`src/rtl/gpio3_pkg.sv`:
```
package gpio3_pkg;
  localparam int NPORT    = 3;
  localparam int OFS_DATA = 'h00;
  localparam int OFS_DIR  = 'h04;
  localparam int OFS_MODE = 'h08;
  localparam int OFS_CLR  = 'h0C;
  localparam int OFS_SET  = 'h10;
  localparam int OFS_SNAP = 'h14;

  // Drive rule: output bits carry data, input bits are forced high.
  function automatic logic [7:0] drive8(input logic [7:0] d, input logic [7:0] m);
    return (d & m) | ~m;
  endfunction
endpackage

```
`src/rtl/gpio3_decode.sv`:
```
module gpio3_decode
  import gpio3_pkg::*;
#(
  parameter int AW = 5,
  parameter int NP = NPORT
) (
  input  logic [AW-1:0] addr,
  output logic [NP-1:0] hit_data,
  output logic [NP-1:0] hit_dir,
  output logic [NP-1:0] hit_clr,
  output logic [NP-1:0] hit_set,
  output logic [NP-1:0] hit_snap,
  output logic          hit_mode,
  output logic          wr_ok
);
  for (genvar p = 0; p < NP; p++) begin : g_hit
    assign hit_data[p] = (addr == AW'(OFS_DATA + p));
    assign hit_dir[p]  = (addr == AW'(OFS_DIR  + p));
    assign hit_clr[p]  = (addr == AW'(OFS_CLR  + p));
    assign hit_set[p]  = (addr == AW'(OFS_SET  + p));
    assign hit_snap[p] = (addr == AW'(OFS_SNAP + p));
  end

  assign hit_mode = (addr == AW'(OFS_MODE));
  // Snapshot offsets are read-only, so they are not legal write targets.
  assign wr_ok    = hit_mode | (|hit_data) | (|hit_dir) | (|hit_clr) | (|hit_set);


  always_comb begin
    decode_onehot_chk: assert ($countones({hit_data, hit_dir, hit_clr, hit_set, hit_snap, hit_mode}) <= 1)
      else $error("decode hits more than one register");
  end
endmodule

```
`src/rtl/gpio3_port.sv`:
```
module gpio3_port #(
  parameter int DW = 8
) (
  input  logic          clk,
  input  logic          rst,
  input  logic          we_data,
  input  logic          we_dir,
  input  logic          we_set,
  input  logic          we_clr,
  input  logic [DW-1:0] wdata,
  input  logic [DW-1:0] pin_i,
  output logic [DW-1:0] pin_o,
  output logic [DW-1:0] rd_port,
  output logic [DW-1:0] dir_o,
  output logic [DW-1:0] snap_o
);
  logic [DW-1:0] data_q, dir_q, snap_q, pin_q;
  logic [DW-1:0] data_n, dir_n;
  logic          touched_q;
  logic          any_we;

  assign any_we = we_data | we_dir | we_set | we_clr;

  always_comb begin
    data_n = data_q;
    dir_n  = dir_q;
    if (we_data) data_n = wdata;
    if (we_set)  data_n = data_q | wdata;
    if (we_clr)  data_n = data_q & ~wdata;
    if (we_dir)  dir_n  = wdata;
  end

  always_ff @(posedge clk) begin
    if (rst) begin
      data_q    <= '0;
      dir_q     <= '0;
      snap_q    <= '0;
      pin_q     <= '0;
      touched_q <= 1'b0;
    end else begin
      data_q <= data_n;
      dir_q  <= dir_n;
      if (we_data) snap_q <= wdata & ~dir_q;
      if (any_we) begin
        pin_q     <= (data_n & dir_n) | ~dir_n;
        touched_q <= 1'b1;
      end
    end
  end

  assign pin_o   = pin_q;
  assign dir_o   = dir_q;
  assign snap_o  = snap_q;
  assign rd_port = (pin_i & ~dir_q) | (data_q & dir_q);


  untouched_zero_chk: assert property (@(posedge clk) disable iff (rst)
    !touched_q |-> (pin_q == '0)) else $error("port drives before first write");

  input_bits_high_chk: assert property (@(posedge clk) disable iff (rst)
    touched_q |-> ((pin_q | dir_q) == {DW{1'b1}})) else $error("input pin not high");

  set_mask_chk: assert property (@(posedge clk) disable iff (rst)
    (we_set && !we_data && !we_clr) |=> ((data_q & $past(wdata)) == $past(wdata)))
    else $error("set mask not applied");

  clr_mask_chk: assert property (@(posedge clk) disable iff (rst)
    (we_clr && !we_data && !we_set) |=> ((data_q & $past(wdata)) == '0))
    else $error("clear mask not applied");

  snap_hold_chk: assert property (@(posedge clk) disable iff (rst)
    !we_data |=> $stable(snap_q)) else $error("snapshot moved without data write");

  idle_hold_chk: assert property (@(posedge clk) disable iff (rst)
    !any_we |=> ($stable(pin_q) && $stable(data_q) && $stable(dir_q)))
    else $error("port changed without its own write");
endmodule

```
`src/rtl/gpio3_regs.sv`:
```
module gpio3_regs
  import gpio3_pkg::*;
#(
  parameter int AW = 5,
  parameter int DW = 8
) (
  input  logic          clk,
  input  logic          rst,
  input  logic [AW-1:0] addr,
  input  logic          wr_en,
  input  logic          rd_en,
  input  logic [DW-1:0] wdata,
  output logic [DW-1:0] rdata,
  output logic          err,
  output logic [DW-1:0] pa_o,
  input  logic [DW-1:0] pa_i,
  output logic [DW-1:0] pb_o,
  input  logic [DW-1:0] pb_i,
  output logic [DW-1:0] pc_o,
  input  logic [DW-1:0] pc_i
);
  localparam int NP = NPORT;

  logic [NP-1:0] hit_data, hit_dir, hit_clr, hit_set, hit_snap;
  logic          hit_mode, wr_ok;

  logic [DW-1:0] pin_in  [NP];
  logic [DW-1:0] pin_out [NP];
  logic [DW-1:0] rd_port [NP];
  logic [DW-1:0] dir_v   [NP];
  logic [DW-1:0] snap_v  [NP];

  logic [DW-1:0] mode_q, rdata_q, rd_next;
  logic          err_q;

  gpio3_decode #(.AW(AW), .NP(NP)) u_dec (
    .addr     (addr),
    .hit_data (hit_data),
    .hit_dir  (hit_dir),
    .hit_clr  (hit_clr),
    .hit_set  (hit_set),
    .hit_snap (hit_snap),
    .hit_mode (hit_mode),
    .wr_ok    (wr_ok)
  );

  assign pin_in[0] = pa_i;
  assign pin_in[1] = pb_i;
  assign pin_in[2] = pc_i;
  assign pa_o = pin_out[0];
  assign pb_o = pin_out[1];
  assign pc_o = pin_out[2];

  for (genvar p = 0; p < NP; p++) begin : g_port
    gpio3_port #(.DW(DW)) u_port (
      .clk     (clk),
      .rst     (rst),
      .we_data (wr_en & hit_data[p]),
      .we_dir  (wr_en & hit_dir[p]),
      .we_set  (wr_en & hit_set[p]),
      .we_clr  (wr_en & hit_clr[p]),
      .wdata   (wdata),
      .pin_i   (pin_in[p]),
      .pin_o   (pin_out[p]),
      .rd_port (rd_port[p]),
      .dir_o   (dir_v[p]),
      .snap_o  (snap_v[p])
    );
  end

  always_comb begin
    rd_next = '0;
    if (hit_mode) rd_next = mode_q;
    for (int p = 0; p < NP; p++) begin
      if (hit_data[p]) rd_next = rd_port[p];
      if (hit_dir[p])  rd_next = dir_v[p];
      if (hit_snap[p]) rd_next = snap_v[p];
    end
  end

  always_ff @(posedge clk) begin
    if (rst) begin
      mode_q  <= '0;
      rdata_q <= '0;
      err_q   <= 1'b0;
    end else begin
      if (wr_en && hit_mode) mode_q <= wdata;
      if (rd_en) rdata_q <= rd_next;
      err_q <= wr_en & ~wr_ok;
    end
  end

  assign rdata = rdata_q;
  assign err   = err_q;


  err_needs_write_chk: assert property (@(posedge clk) disable iff (rst)
    !wr_en |=> !err_q) else $error("error pulse without a write");

  mode_hold_chk: assert property (@(posedge clk) disable iff (rst)
    !(wr_en && hit_mode) |=> $stable(mode_q)) else $error("mode changed without its write");

  rdata_hold_chk: assert property (@(posedge clk) disable iff (rst)
    !rd_en |=> $stable(rdata_q)) else $error("read data moved without strobe");
endmodule

```
`config.mk`:
```
export PLATFORM = sky130hd
export DESIGN_NAME = gpio3_regs
export DESIGN_NICKNAME = d
export VERILOG_FILES = /design/src/rtl/gpio3_pkg.sv /design/src/rtl/gpio3_decode.sv /design/src/rtl/gpio3_port.sv /design/src/rtl/gpio3_regs.sv
export SDC_FILE = /design/constraint.sdc
export NUM_CORES = 1
export LEC_CHECK = 0
export BUFFER_PORTS_ARGS = -buffer_cell sky130_fd_sc_hd__buf_4
export CAP_MARGIN = 40
export CORE_ASPECT_RATIO = 0.5
export CORE_MARGIN = 2
export CORE_UTILIZATION = 53
export CTS_CLUSTER_DIAMETER = 80
export DETAILED_ROUTE_END_ITERATION = 8
export PLACE_DENSITY = 0.8
export SLEW_MARGIN = 10
export SYNTH_ARGS = -nofsm -noshare
export SYNTH_HDL_FRONTEND = slang
export SYNTH_SLANG_ARGS = --single-unit
```
`constraint.sdc`:
```
create_clock -name clk -period 3.8 [get_ports clk]
set_input_delay 0.38 -clock clk [delete_from_list [all_inputs] [get_ports clk]]
set_output_delay 0.38 -clock clk [all_outputs]
set_load 0.01 [all_outputs]
```
## Word-level counts from Yosys, hierarchy flattened

Index checks and enable logic that the tools add are counted.

| word-level totals | value |
|---|---|
| bits of input ports | 41 |
| output and inout bits | 33 |
| register bits | 113 |

| operators by class | value |
|---|---|
| bitwise operators | 58 |
| eq/ne operators | 15 |
| reduce and logical (&&, ||, !) cells | 6 |
| mux-type cells | 22 |

Operator list:

| cell | count |
|---|---|
| 2-to-1 mux 8 bit | 22 |
| bitwise AND 8 bit | 15 |
| OR 8 bit | 9 |
| NOT 8 bit | 7 |
| equality test 5 bit (second input constant) | 6 |
| equality test 5 x 4 -> 1 bit (second input constant) | 4 |
| equality test 5 x 3 -> 1 bit (second input constant) | 3 |
| bitwise AND 1 bit | 13 |
| OR 1 bit | 13 |
| OR reduction 3 bit | 4 |
| equality test 5 x 1 -> 1 bit (second input constant) | 1 |
| equality test 5 x 2 -> 1 bit (second input constant) | 1 |
| zero test 5 bit | 1 |
| logical AND 1 bit | 1 |
| NOT 1 bit | 1 |

## Longest topological paths before layout

Gate-level depths: netlist of the first run.

| logic depth | value |
|---|---|
| depth in word-level cells | 12 |
| mapped depth | 9 |
| depth with buffers taken out | 5 |

## Cells and area by module

Synthesis of the first run repeated with hierarchy kept, for this count alone.

| second synthesis, totals | value |
|---|---|
| cells, all modules | 690 |
| area, all modules | 6005.8 µm² |

By module, submodules not included:

| module | instances | cells each | area an instance (µm²) |
|---|---|---|---|
| gpio3_port | 3 | 147 | 1433.9 |
| gpio3_regs | 1 | 220 | 1529.0 |
| gpio3_decode | 1 | 29 | 175.2 |

## Worst setup path after synthesis of the first run

No wires, ideal clock.

| timing | value |
|---|---|
| path type | input -> register |
| start | input port addr[4] |
| end | register g_port[2].u_port.snap_q[7] |
| arrival | 1.809 ns |
| cell stages on the path | 9 |
| library setup time | 0.065 ns |
| path buffers | 4 |
| setup slack | 1.926 ns |
| path through | buf_6 > or4b_4 > buf_6 > or2_1 > buf_6 > buf_6 > nor3b_2 > a21oi_1 > nor2_1 |

| between the ends | value |
|---|---|
| longest elaborated chain between the ends | 2 |

Ends and longest elaborated chain:

| what | line | source |
|---|---|---|
| start, declared | gpio3_regs.sv:9 | `input logic [AW-1:0] addr,` |
| equality test 5 x 2 -> 1 bit | gpio3_decode.sv:17 | `assign hit_data[p] = (addr == AW'(OFS_DATA + p));` |
| bitwise AND 1 bit | gpio3_regs.sv:58 | `.we_data (wr_en & hit_data[p]),` |
| end signal, assigned | gpio3_port.sv:43 | `if (we_data) snap_q <= wdata & ~dir_q;` |
| end, declared | gpio3_port.sv:17 | `logic [DW-1:0] data_q, dir_q, snap_q, pin_q;` |

No other way between the ends.
A chain may end at the register's enable or synchronous reset.

## Final worst setup path of the first run

| timing | value |
|---|---|
| start | input port addr[2] |
| end | register g_port[0].u_port.pin_q[7] |

| between the ends | value |
|---|---|
| longest elaborated chain between the ends | 7 |

Ends and longest elaborated chain:

| what | line | source |
|---|---|---|
| zero test 5 bit | gpio3_decode.sv:17 |  |
| bitwise AND 1 bit | gpio3_regs.sv:58 |  |
| 2-to-1 mux 8 bit | gpio3_port.sv:27 | `if (we_data) data_n = wdata;` |
| 2-to-1 mux 8 bit | gpio3_port.sv:28 | `if (we_set) data_n = data_q \| wdata;` |
| 2-to-1 mux 8 bit | gpio3_port.sv:29 | `if (we_clr) data_n = data_q & ~wdata;` |
| bitwise AND 8 bit | gpio3_port.sv:45 | `pin_q <= (data_n & dir_n) \| ~dir_n;` |
| OR 8 bit | gpio3_port.sv:45 |  |
| end signal, assigned | gpio3_port.sv:45 |  |
| end, declared | gpio3_port.sv:17 |  |

Several ways; a longest one is shown, not always the timed one.

==> run_results.csv, run 1 <==
group,metric,value,unit
layout,final_antenna_diode_count,0,
timing,setup_tns,0,ps
critical_path,critical-path-slowest-cell,"sky130_fd_sc_hd__nand3_1",
layout,nets,791,
pwr,power.leakage,2.90,nW
timing,layout_worst_path_cycle_share,0.588,
layout,filler_cell_count,920,
cts,clock_path_buffers,2,
routing,wl_cell,20.5,um
layout,syn2layout_area_growth,18.4,%
pwr,powerDensity,455,nW/um^2
logic_synthesis,synth_nets,754,
cts,cts.sink_count,113,
layout,fin_util,0.639,
placement,globalplace.congestion,0.935,
logic_synthesis,ys_ff_latch,113,
logic_synthesis,synth_cell_area,5890,sq um
timing,timing.final.setup_violations,0,
run,cap_violations,0,
logic_synthesis,yosysWarnings,0,
critical_path,crit_path_start_kind,"input pin",
pwr,vdd.ir_drop.worst,310,uV
min_path,holdPathEnd,"err$_SDFF_PP0_",
critical_path,critical_path_cell_sequence,"buf_4, nor2b_1, nand3_1, and2_1, nor3_1, nor3_1",
critical_path,r2r-start,"g_port[1].u_port.dir_o[7]$_SDFF_PP0_",
critical_path,crit_path_end_kind,"register",
critical_path,timing.critical_path.required,4060,ps
logic_synthesis,postSynth.asyncResetShare,0,
timing,tightestPinTransition,923,ps
routing,drtAntennaViolNets,0,
grt,grt_overflow,0,
layout,final_cell_area,6970,sq um
grt,grt_first_pass_wirelength,29.2,mm
routing,drt_first_iter_violations,671,
critical_path,cp.buffers_inverters,1,
critical_path,ff2ff_path_depth,5,
logic_synthesis,synthesis.instances,713,
routing,drt-pass1-iter-count,7,
logic_synthesis,synthTopCellsByArea,"sky130_fd_sc_hd__dfxtp_1 (38%), sky130_fd_sc_hd__mux2i_1 (8.7%), sky130_fd_sc_hd__nor2_1 (5.9%)",
floorplan,die_h,78.5,um
timing,final_hold_viol_count,0,
logic_synthesis,number_of_enable_flip_flop_cells_after_synthesis,0,
cts,hold_fix_buffers_at_cts,0,
logic_synthesis,syn_avg_cell_area,8.26,sq um
logic_synthesis,yosys_most_used_dff,"sky130_fd_sc_hd__dfxtp_1",
run_status,status,"completed",
logic_synthesis,seq_area_frac_synth,0.384,
critical_path,cpMostUsedCell,"sky130_fd_sc_hd__nor3_1",
critical_path,timing.critical_path.slowest_cell_delay,560,ps
cts,tritoncts,"yes",
logic_synthesis,area_share_of_the_leading_cell_type_in_the_synthesized_netlist,0.384,
layout,share_of_post_route_cells_with_drive_strength_above_1,0.163,
critical_path,critical_path_class,"input pin to register",
min_path,hold_class,"input pin to register",
placement,dpl-instance-area,6360,sq um
routing,total_drc_errors_in_the_routed_layout,0,
cts,cts_htree_levels,4,
placement,portBuffers,73,
routing,vias,5815,
timing,slew_violations,0,
critical_path,timing.reg2reg.setup_slack,2200,ps
logic_synthesis,post_synth_num_cell_types,51,
floorplan,floorplan.die.width,153,um
layout,layout_common_cells,"sky130_fd_sc_hd__dfxtp_1 (113), sky130_fd_sc_hd__nor2_1 (92), sky130_fd_sc_hd__buf_4 (80), sky130_fd_sc_hd__nor3_1 (56), sky130_fd_sc_hd__mux2i_1 (51)",
layout,final_common_cell,"sky130_fd_sc_hd__dfxtp_1",
cts,clk_transition_reported_paths,60,ps
critical_path,wp_data_arrival,2500,ps
floorplan,core_area,10900,sq um
min_path,min_path_cells,2,
floorplan,die_area,12000,sq um
timing,final.min_clock_period,2230,ps
floorplan,num_io_pins,74,
grt,vias_in_the_first_global_route,5406,
critical_path,cell_family_with_most_cp_delay,"simple AND/OR/NAND/NOR gates",
cts,worstSkewPairLatency,420,ps
cts,cts_setup_buffers,0,
cts,post_cts_resize_count,0,
grt,grt_start_max_net_pins,87,
min_path,worstHoldStart,"wr_en",
grt,grtUsageTotal,0.313,
timing,timing.clock.skew,10.4,ps
placement,place.detailed.instances,876,
grt,antenna_violations_before_repair,0,
floorplan,placementRows,27,
floorplan,floorplan.initialDensity,0.540,
layout,final_cell_count_no_fill,908,
routing,postRouteWirelength,18.6,mm
cts,cts.root.buffer_cell,"sky130_fd_sc_hd__clkbuf_16",
timing,rsz0062_at_grt,"false",
critical_path,path_depth,6,
critical_path,timing.critical_path.fanout_max,24,
routing,detail_route.vias_per_cell,6.40,
logic_synthesis,yosys_top_cell_by_area,"sky130_fd_sc_hd__dfxtp_1",
cts,clock_buffer_count_from_cts,17,
timing,max-slew-margin-rel,0.385,
timing,maxClockFrequency,448,MHz
placement,detailed_place_hpwl,12.5,mm
critical_path,r2r_end,"rdata[7]$_SDFFE_PP0P_",
==> Yosys cell counts, types with 2 or more instances <==
| master | n |
|---|---|
| sky130_fd_sc_hd__o21ai_0 | 41 |
| sky130_fd_sc_hd__o311ai_0 | 4 |
| sky130_fd_sc_hd__o211ai_1 | 2 |
| sky130_fd_sc_hd__o22ai_1 | 3 |
| sky130_fd_sc_hd__o211a_1 | 2 |
| sky130_fd_sc_hd__or2_2 | 2 |
| sky130_fd_sc_hd__nor3b_2 | 8 |
| sky130_fd_sc_hd__o32ai_1 | 2 |
| sky130_fd_sc_hd__a21o_1 | 5 |
| sky130_fd_sc_hd__a31oi_1 | 5 |
| sky130_fd_sc_hd__a211o_1 | 6 |
| sky130_fd_sc_hd__buf_6 | 8 |
| sky130_fd_sc_hd__and2_1 | 28 |
| sky130_fd_sc_hd__or2_1 | 3 |
| sky130_fd_sc_hd__nor2_1 | 92 |
| sky130_fd_sc_hd__o311a_1 | 3 |
| sky130_fd_sc_hd__a221oi_1 | 3 |
| sky130_fd_sc_hd__clkbuf_1 | 39 |
| sky130_fd_sc_hd__nor3b_1 | 19 |
| sky130_fd_sc_hd__or3_1 | 2 |
| sky130_fd_sc_hd__mux2i_1 | 51 |
| sky130_fd_sc_hd__o31ai_1 | 3 |
| sky130_fd_sc_hd__nand2_1 | 22 |
| sky130_fd_sc_hd__a2111oi_0 | 2 |
| sky130_fd_sc_hd__a2bb2oi_1 | 2 |
| sky130_fd_sc_hd__nor2b_1 | 19 |
| sky130_fd_sc_hd__and3_1 | 6 |
| sky130_fd_sc_hd__a22oi_1 | 24 |
| sky130_fd_sc_hd__nand4b_1 | 2 |
| sky130_fd_sc_hd__buf_2 | 14 |
| sky130_fd_sc_hd__o2bb2ai_1 | 3 |
| sky130_fd_sc_hd__dfxtp_1 | 113 |
| sky130_fd_sc_hd__nor3_1 | 56 |
| sky130_fd_sc_hd__inv_1 | 3 |
| sky130_fd_sc_hd__a21oi_1 | 41 |
| sky130_fd_sc_hd__nand3_1 | 40 |
| sky130_fd_sc_hd__mux2_2 | 4 |
| sky130_fd_sc_hd__o221ai_1 | 7 |
| sky130_fd_sc_hd__nand3b_1 | 6 |
| sky130_fd_sc_hd__o2111ai_1 | 2 |
| sky130_fd_sc_hd__nand2b_1 | 6 |
==> where the power goes <==
part | internal, mW | switching, mW | leakage, nW
Sequential | 1.21 | 0.0151 | 0.914
Clock | 1.11 | 0.558 | 0.301
Combinational | 0.107 | 0.180 | 1.69
Total | 2.42 | 0.753 | 2.90
==> how the worst max path moves through the flow <==
| stage | start | endpoint | slack, ps |
|---|---|---|---|
| detailed placement | addr[2] | g_port[0].u_port.pin_o[4]$_SDFFE_PP0P_ | 1220 |
| global placement | addr[3] | g_port[1].u_port.pin_o[3]$_SDFFE_PP0P_ | 1300 |
| global route | addr[2] | g_port[0].u_port.pin_o[4]$_SDFFE_PP0P_ | 1410 |
| CTS | addr[2] | g_port[0].u_port.pin_o[4]$_SDFFE_PP0P_ | 1640 |
| floorplan | addr[4] | g_port[2].u_port.snap_o[7]$_SDFFE_PP0P_ | 1930 |
| finish | addr[2] | g_port[0].u_port.pin_o[7]$_SDFFE_PP0P_ | 1570 |
==> per-layer routing <==
metal / vias to the layer above / share of wire / track usage
met5: - / 0 / 0
met4: 0 / 0.033 / 0.141
met3: 68 / 0.11 / 0.0701
met2: 376 / 0.41 / 0.448
met1: 2719 / 0.44 / 0.449
li1: 2652 / - / -
==> final cells by class <==
type	instances	area [sq um]	area share
multi-input combinational	535	3310	0.474
sequential	113	2260	0.324
timing repair buffer	80	601	0.0861
clock buffer	21	450	0.0646
tap	145	181	0.0260
clock inverter	11	161	0.0231
inverter	3	11.3	0.00161
==> logic make-up after synthesis <==
group | synth area share
flip-flops | 0.384
multiplexers | 0.0943
AO/OA/AOI/OAI | 0.185
AND/OR/NAND/NOR | 0.282
buffers and inverters | 0.0546
==> metrics by stage <==
step	hold slack, ps	power (mW)	setup WS [ps]
finish	304	3.18	1570
floorplan	451	1.41	1930
global route	297	3.26	1410
global placement	463	1.52	1300
detailed placement	471	1.52	1220
CTS	300	3.17	1640
==> sequential cells by signal (all words and copies together), names as in the netlist <==
name	flops
err	1
g_port.u_port.data_q	24
g_port.u_port.dir_o	24
g_port.u_port.pin_o	24
g_port.u_port.snap_o	24
mode_q	8
rdata	8
==> worst register-to-register path, stage by stage (launching register included) <==
cell,delay (ps)
sky130_fd_sc_hd__dfxtp_1,440
sky130_fd_sc_hd__mux2i_1,270
sky130_fd_sc_hd__nand3_1,120
sky130_fd_sc_hd__o221ai_1,140
sky130_fd_sc_hd__o311ai_0,250
sky130_fd_sc_hd__o211a_1,270
No activity file was read; power rests on OpenSTA's default activity.
==> run 2: changes to the inputs <==
--- a/config.mk
+++ b/config.mk
@@ -5,14 +5,15 @@
 export SDC_FILE = /design/constraint.sdc
 export NUM_CORES = 1
 export LEC_CHECK = 0
+export ABC_AREA = 1
 export BUFFER_PORTS_ARGS = -buffer_cell sky130_fd_sc_hd__buf_4
 export CAP_MARGIN = 40
 export CORE_ASPECT_RATIO = 0.5
 export CORE_MARGIN = 2
-export CORE_UTILIZATION = 53
+export CORE_UTILIZATION = 52
 export CTS_CLUSTER_DIAMETER = 80
 export DETAILED_ROUTE_END_ITERATION = 8
-export PLACE_DENSITY = 0.8
+export PLACE_DENSITY = 0.82
 export SLEW_MARGIN = 10
 export SYNTH_ARGS = -nofsm -noshare
 export SYNTH_HDL_FRONTEND = slang
==> constraint.sdc (replaced) <==
create_clock -name clk -period 2.03 [get_ports clk]
set_input_delay 0.203 -clock clk [delete_from_list [all_inputs] [get_ports clk]]
set_output_delay 0.203 -clock clk [all_outputs]
set_load 0.01 [all_outputs]
==> run_results.csv, run 2 <==
group,metric,value,unit
grt,grt_start_max_net_pins,72,
min_path,min_path_cells,3,
routing,drt-pass1-iter-count,6,
cts,tritoncts,"yes",
pwr,vdd.ir_drop.worst,542,uV
timing,tightestPinTransition,777,ps
logic_synthesis,yosysWarnings,0,
grt,grtUsageTotal,0.304,
min_path,holdPathEnd,"g_port[2].u_port.snap_o[6]$_SDFFE_PP0P_",
logic_synthesis,yosys_most_used_dff,"sky130_fd_sc_hd__dfxtp_1",
floorplan,placementRows,26,
routing,detail_route.vias_per_cell,5.75,
critical_path,crit_path_end_kind,"register",
cts,post_cts_resize_count,0,
routing,total_drc_errors_in_the_routed_layout,0,
floorplan,floorplan.initialDensity,0.531,
cts,clock_buffer_count_from_cts,17,
routing,drt_first_iter_violations,689,
timing,setup_tns,0,ps
timing,timing.clock.skew,8.66,ps
cts,hold_fix_buffers_at_cts,0,
critical_path,ff2ff_path_depth,9,
placement,globalplace.congestion,0.987,
layout,final_common_cell,"sky130_fd_sc_hd__nand2_1",
routing,wl_cell,16.8,um
floorplan,floorplan.die.width,148,um
floorplan,die_area,11200,sq um
logic_synthesis,ys_ff_latch,113,
routing,drtAntennaViolNets,0,
pwr,powerDensity,872,nW/um^2
pwr,power.leakage,2.77,nW
timing,max-slew-margin-rel,0.482,
logic_synthesis,synth_most_common_cell,"sky130_fd_sc_hd__nand2_1",
logic_synthesis,post_synth_num_cell_types,30,
grt,grt_overflow,0,
critical_path,timing.reg2reg.setup_slack,650,ps
floorplan,core_area,10100,sq um
grt,grtUsageMet3,0.0551,
grt,global_route.peak_usage_layer,"met2",
timing,timing.final.setup_violations,0,
floorplan,die_h,75.9,um
timing,maxClockFrequency,718,MHz
logic_synthesis,synthesis.instances,778,
critical_path,timing.critical_path.required,2310,ps
layout,share_of_post_route_cells_with_drive_strength_above_1,0.175,
logic_synthesis,synthTopCellsByArea,"sky130_fd_sc_hd__dfxtp_1 (42%), sky130_fd_sc_hd__nand2_1 (8.9%), sky130_fd_sc_hd__o21ai_0 (8.2%)",
logic_synthesis,number_of_enable_flip_flop_cells_after_synthesis,0,
cts,cts_setup_buffers,0,
run,cap_violations,0,
critical_path,timing.critical_path.fanout_max,17,
placement,detailed_place_hpwl,12.0,mm
routing,vias,5794,
timing,rsz0062_at_grt,"false",
logic_synthesis,yosys-top-cells-count,"sky130_fd_sc_hd__nand2_1 (127), sky130_fd_sc_hd__dfxtp_1 (113), sky130_fd_sc_hd__nor2_1 (110)",
logic_synthesis,yosys_top_cell_by_area,"sky130_fd_sc_hd__dfxtp_1",
timing,final.min_clock_period,1390,ps
cts,clk_transition_reported_paths,60,ps
cts,worstSkewPairLatency,410,ps
critical_path,wp_data_arrival,1680,ps
layout,final_antenna_diode_count,0,
floorplan,num_io_pins,74,
timing,slew_violations,0,
layout,filler_cell_count,885,
placement,dpl-instance-area,6070,sq um
timing,final_hold_viol_count,0,
layout,syn2layout_area_growth,24.3,%
cts,cts_htree_levels,4,
cts,clock_path_buffers,2,
logic_synthesis,synth_nets,819,
grt,antenna_violations_before_repair,0,
logic_synthesis,syn_avg_cell_area,6.90,sq um
grt,vias_in_the_first_global_route,5156,
critical_path,r2r-start,"g_port[0].u_port.dir_o[4]$_SDFF_PP0_",
timing,layout_worst_path_cycle_share,0.686,
critical_path,crit_path_start_kind,"input pin",
critical_path,r2r_end,"rdata[4]$_SDFFE_PP0P_",
grt,grt_first_pass_wirelength,25.8,mm
grt,use_met1,0.406,
logic_synthesis,synth_cell_area,5370,sq um
min_path,worstHoldStart,"wdata[6]",
min_path,hold_class,"input pin to register",
logic_synthesis,area_share_of_the_leading_cell_type_in_the_synthesized_netlist,0.421,
logic_synthesis,postSynth.asyncResetShare,0,
cts,cts.root.buffer_cell,"sky130_fd_sc_hd__clkbuf_16",
pwr,fin_total_pwr,5.83,mW
layout,final_cell_area,6680,sq um
placement,portBuffers,73,
layout,nets,896,
grt,global_route.usage.met2,0.500,
run_status,status,"completed",
cts,cts.sink_count,113,
layout,layout_common_cells,"sky130_fd_sc_hd__nand2_1 (127), sky130_fd_sc_hd__dfxtp_1 (113), sky130_fd_sc_hd__nor2_1 (110), sky130_fd_sc_hd__o21ai_0 (88), sky130_fd_sc_hd__buf_4 (88)",
logic_synthesis,seq_area_frac_synth,0.421,
critical_path,critical_path_class,"input pin to register",
routing,postRouteWirelength,17.0,mm
## run 2: changes by cell type in the layout (fill, tap and decap cells not counted), moves of 24 or more
cell / previous run / this run
sky130_fd_sc_hd__a21oi_1: 41 / 72
sky130_fd_sc_hd__a22oi_1: 24 / 0
sky130_fd_sc_hd__and2_1: 28 / 0
sky130_fd_sc_hd__inv_1: 3 / 73
sky130_fd_sc_hd__mux2i_1: 51 / 0
sky130_fd_sc_hd__nand2_1: 22 / 127
sky130_fd_sc_hd__nor3_1: 56 / 1
sky130_fd_sc_hd__o21ai_0: 41 / 88
## run 2: final cells by class
type | instances | area, sq um | area share
inverters | 85 | 324 | 0.0485
repair buffers | 88 | 661 | 0.0989
flip-flops and latches | 113 | 2260 | 0.339
well taps | 140 | 175 | 0.0262
clock buffers | 22 | 474 | 0.0710
clock inverters | 10 | 133 | 0.0199
multi-input cells | 550 | 2650 | 0.397
## run 2: power by group
group	internal [mW]	switching, mW	total, mW
sequential	2.27	0.0259	2.30
clock	2.02	1.05	3.06
combinational	0.165	0.301	0.466
## run 2: metrics by stage
step,hold slack (ps),instances,setup WS (ps),util
after floorplan,348,778,659,-
after global placement,432,976,251,0.600
after detailed placement,438,976,245,0.600
after CTS,132,1008,662,0.660
after global routing,154,1008,475,0.660
final,146,1008,638,0.660
## run 2: worst max path at each step
stage,start,end,slack [ps],cells after the start
after floorplan,addr[4],g_port[0].u_port.pin_o[0]$_SDFFE_PP0P_,660,7
after global placement,addr[3],g_port[1].u_port.pin_o[7]$_SDFFE_PP0P_,250,7
after detailed placement,addr[3],g_port[1].u_port.pin_o[7]$_SDFFE_PP0P_,240,7
after CTS,addr[3],g_port[1].u_port.pin_o[7]$_SDFFE_PP0P_,660,7
after global routing,addr[0],mode_q[1]$_SDFFE_PP0P_,470,7
final,addr[3],g_port[1].u_port.pin_o[7]$_SDFFE_PP0P_,640,7
## run 2: cells by family after synthesis
kind of cell / synth area share
simple gates: 0.270
compound gates: 0.224
buf+inv: 0.0855
flops: 0.421
## run 2: critical path: stages
cell and delay, ps:
sky130_fd_sc_hd__buf_4 140, sky130_fd_sc_hd__nor2_4 340, sky130_fd_sc_hd__nand3_2 370, sky130_fd_sc_hd__nand3_2 310, sky130_fd_sc_hd__inv_2 120, sky130_fd_sc_hd__nor2_1 110, sky130_fd_sc_hd__a21oi_1 80
## run 2: metal layers
layer / routed length, um / vias to the layer above
met3: 1630 / 35
met1: 7210 / 2684
li1: - / 2771
met4: 383 / 0
met5: 0 / -
met2: 7760 / 304
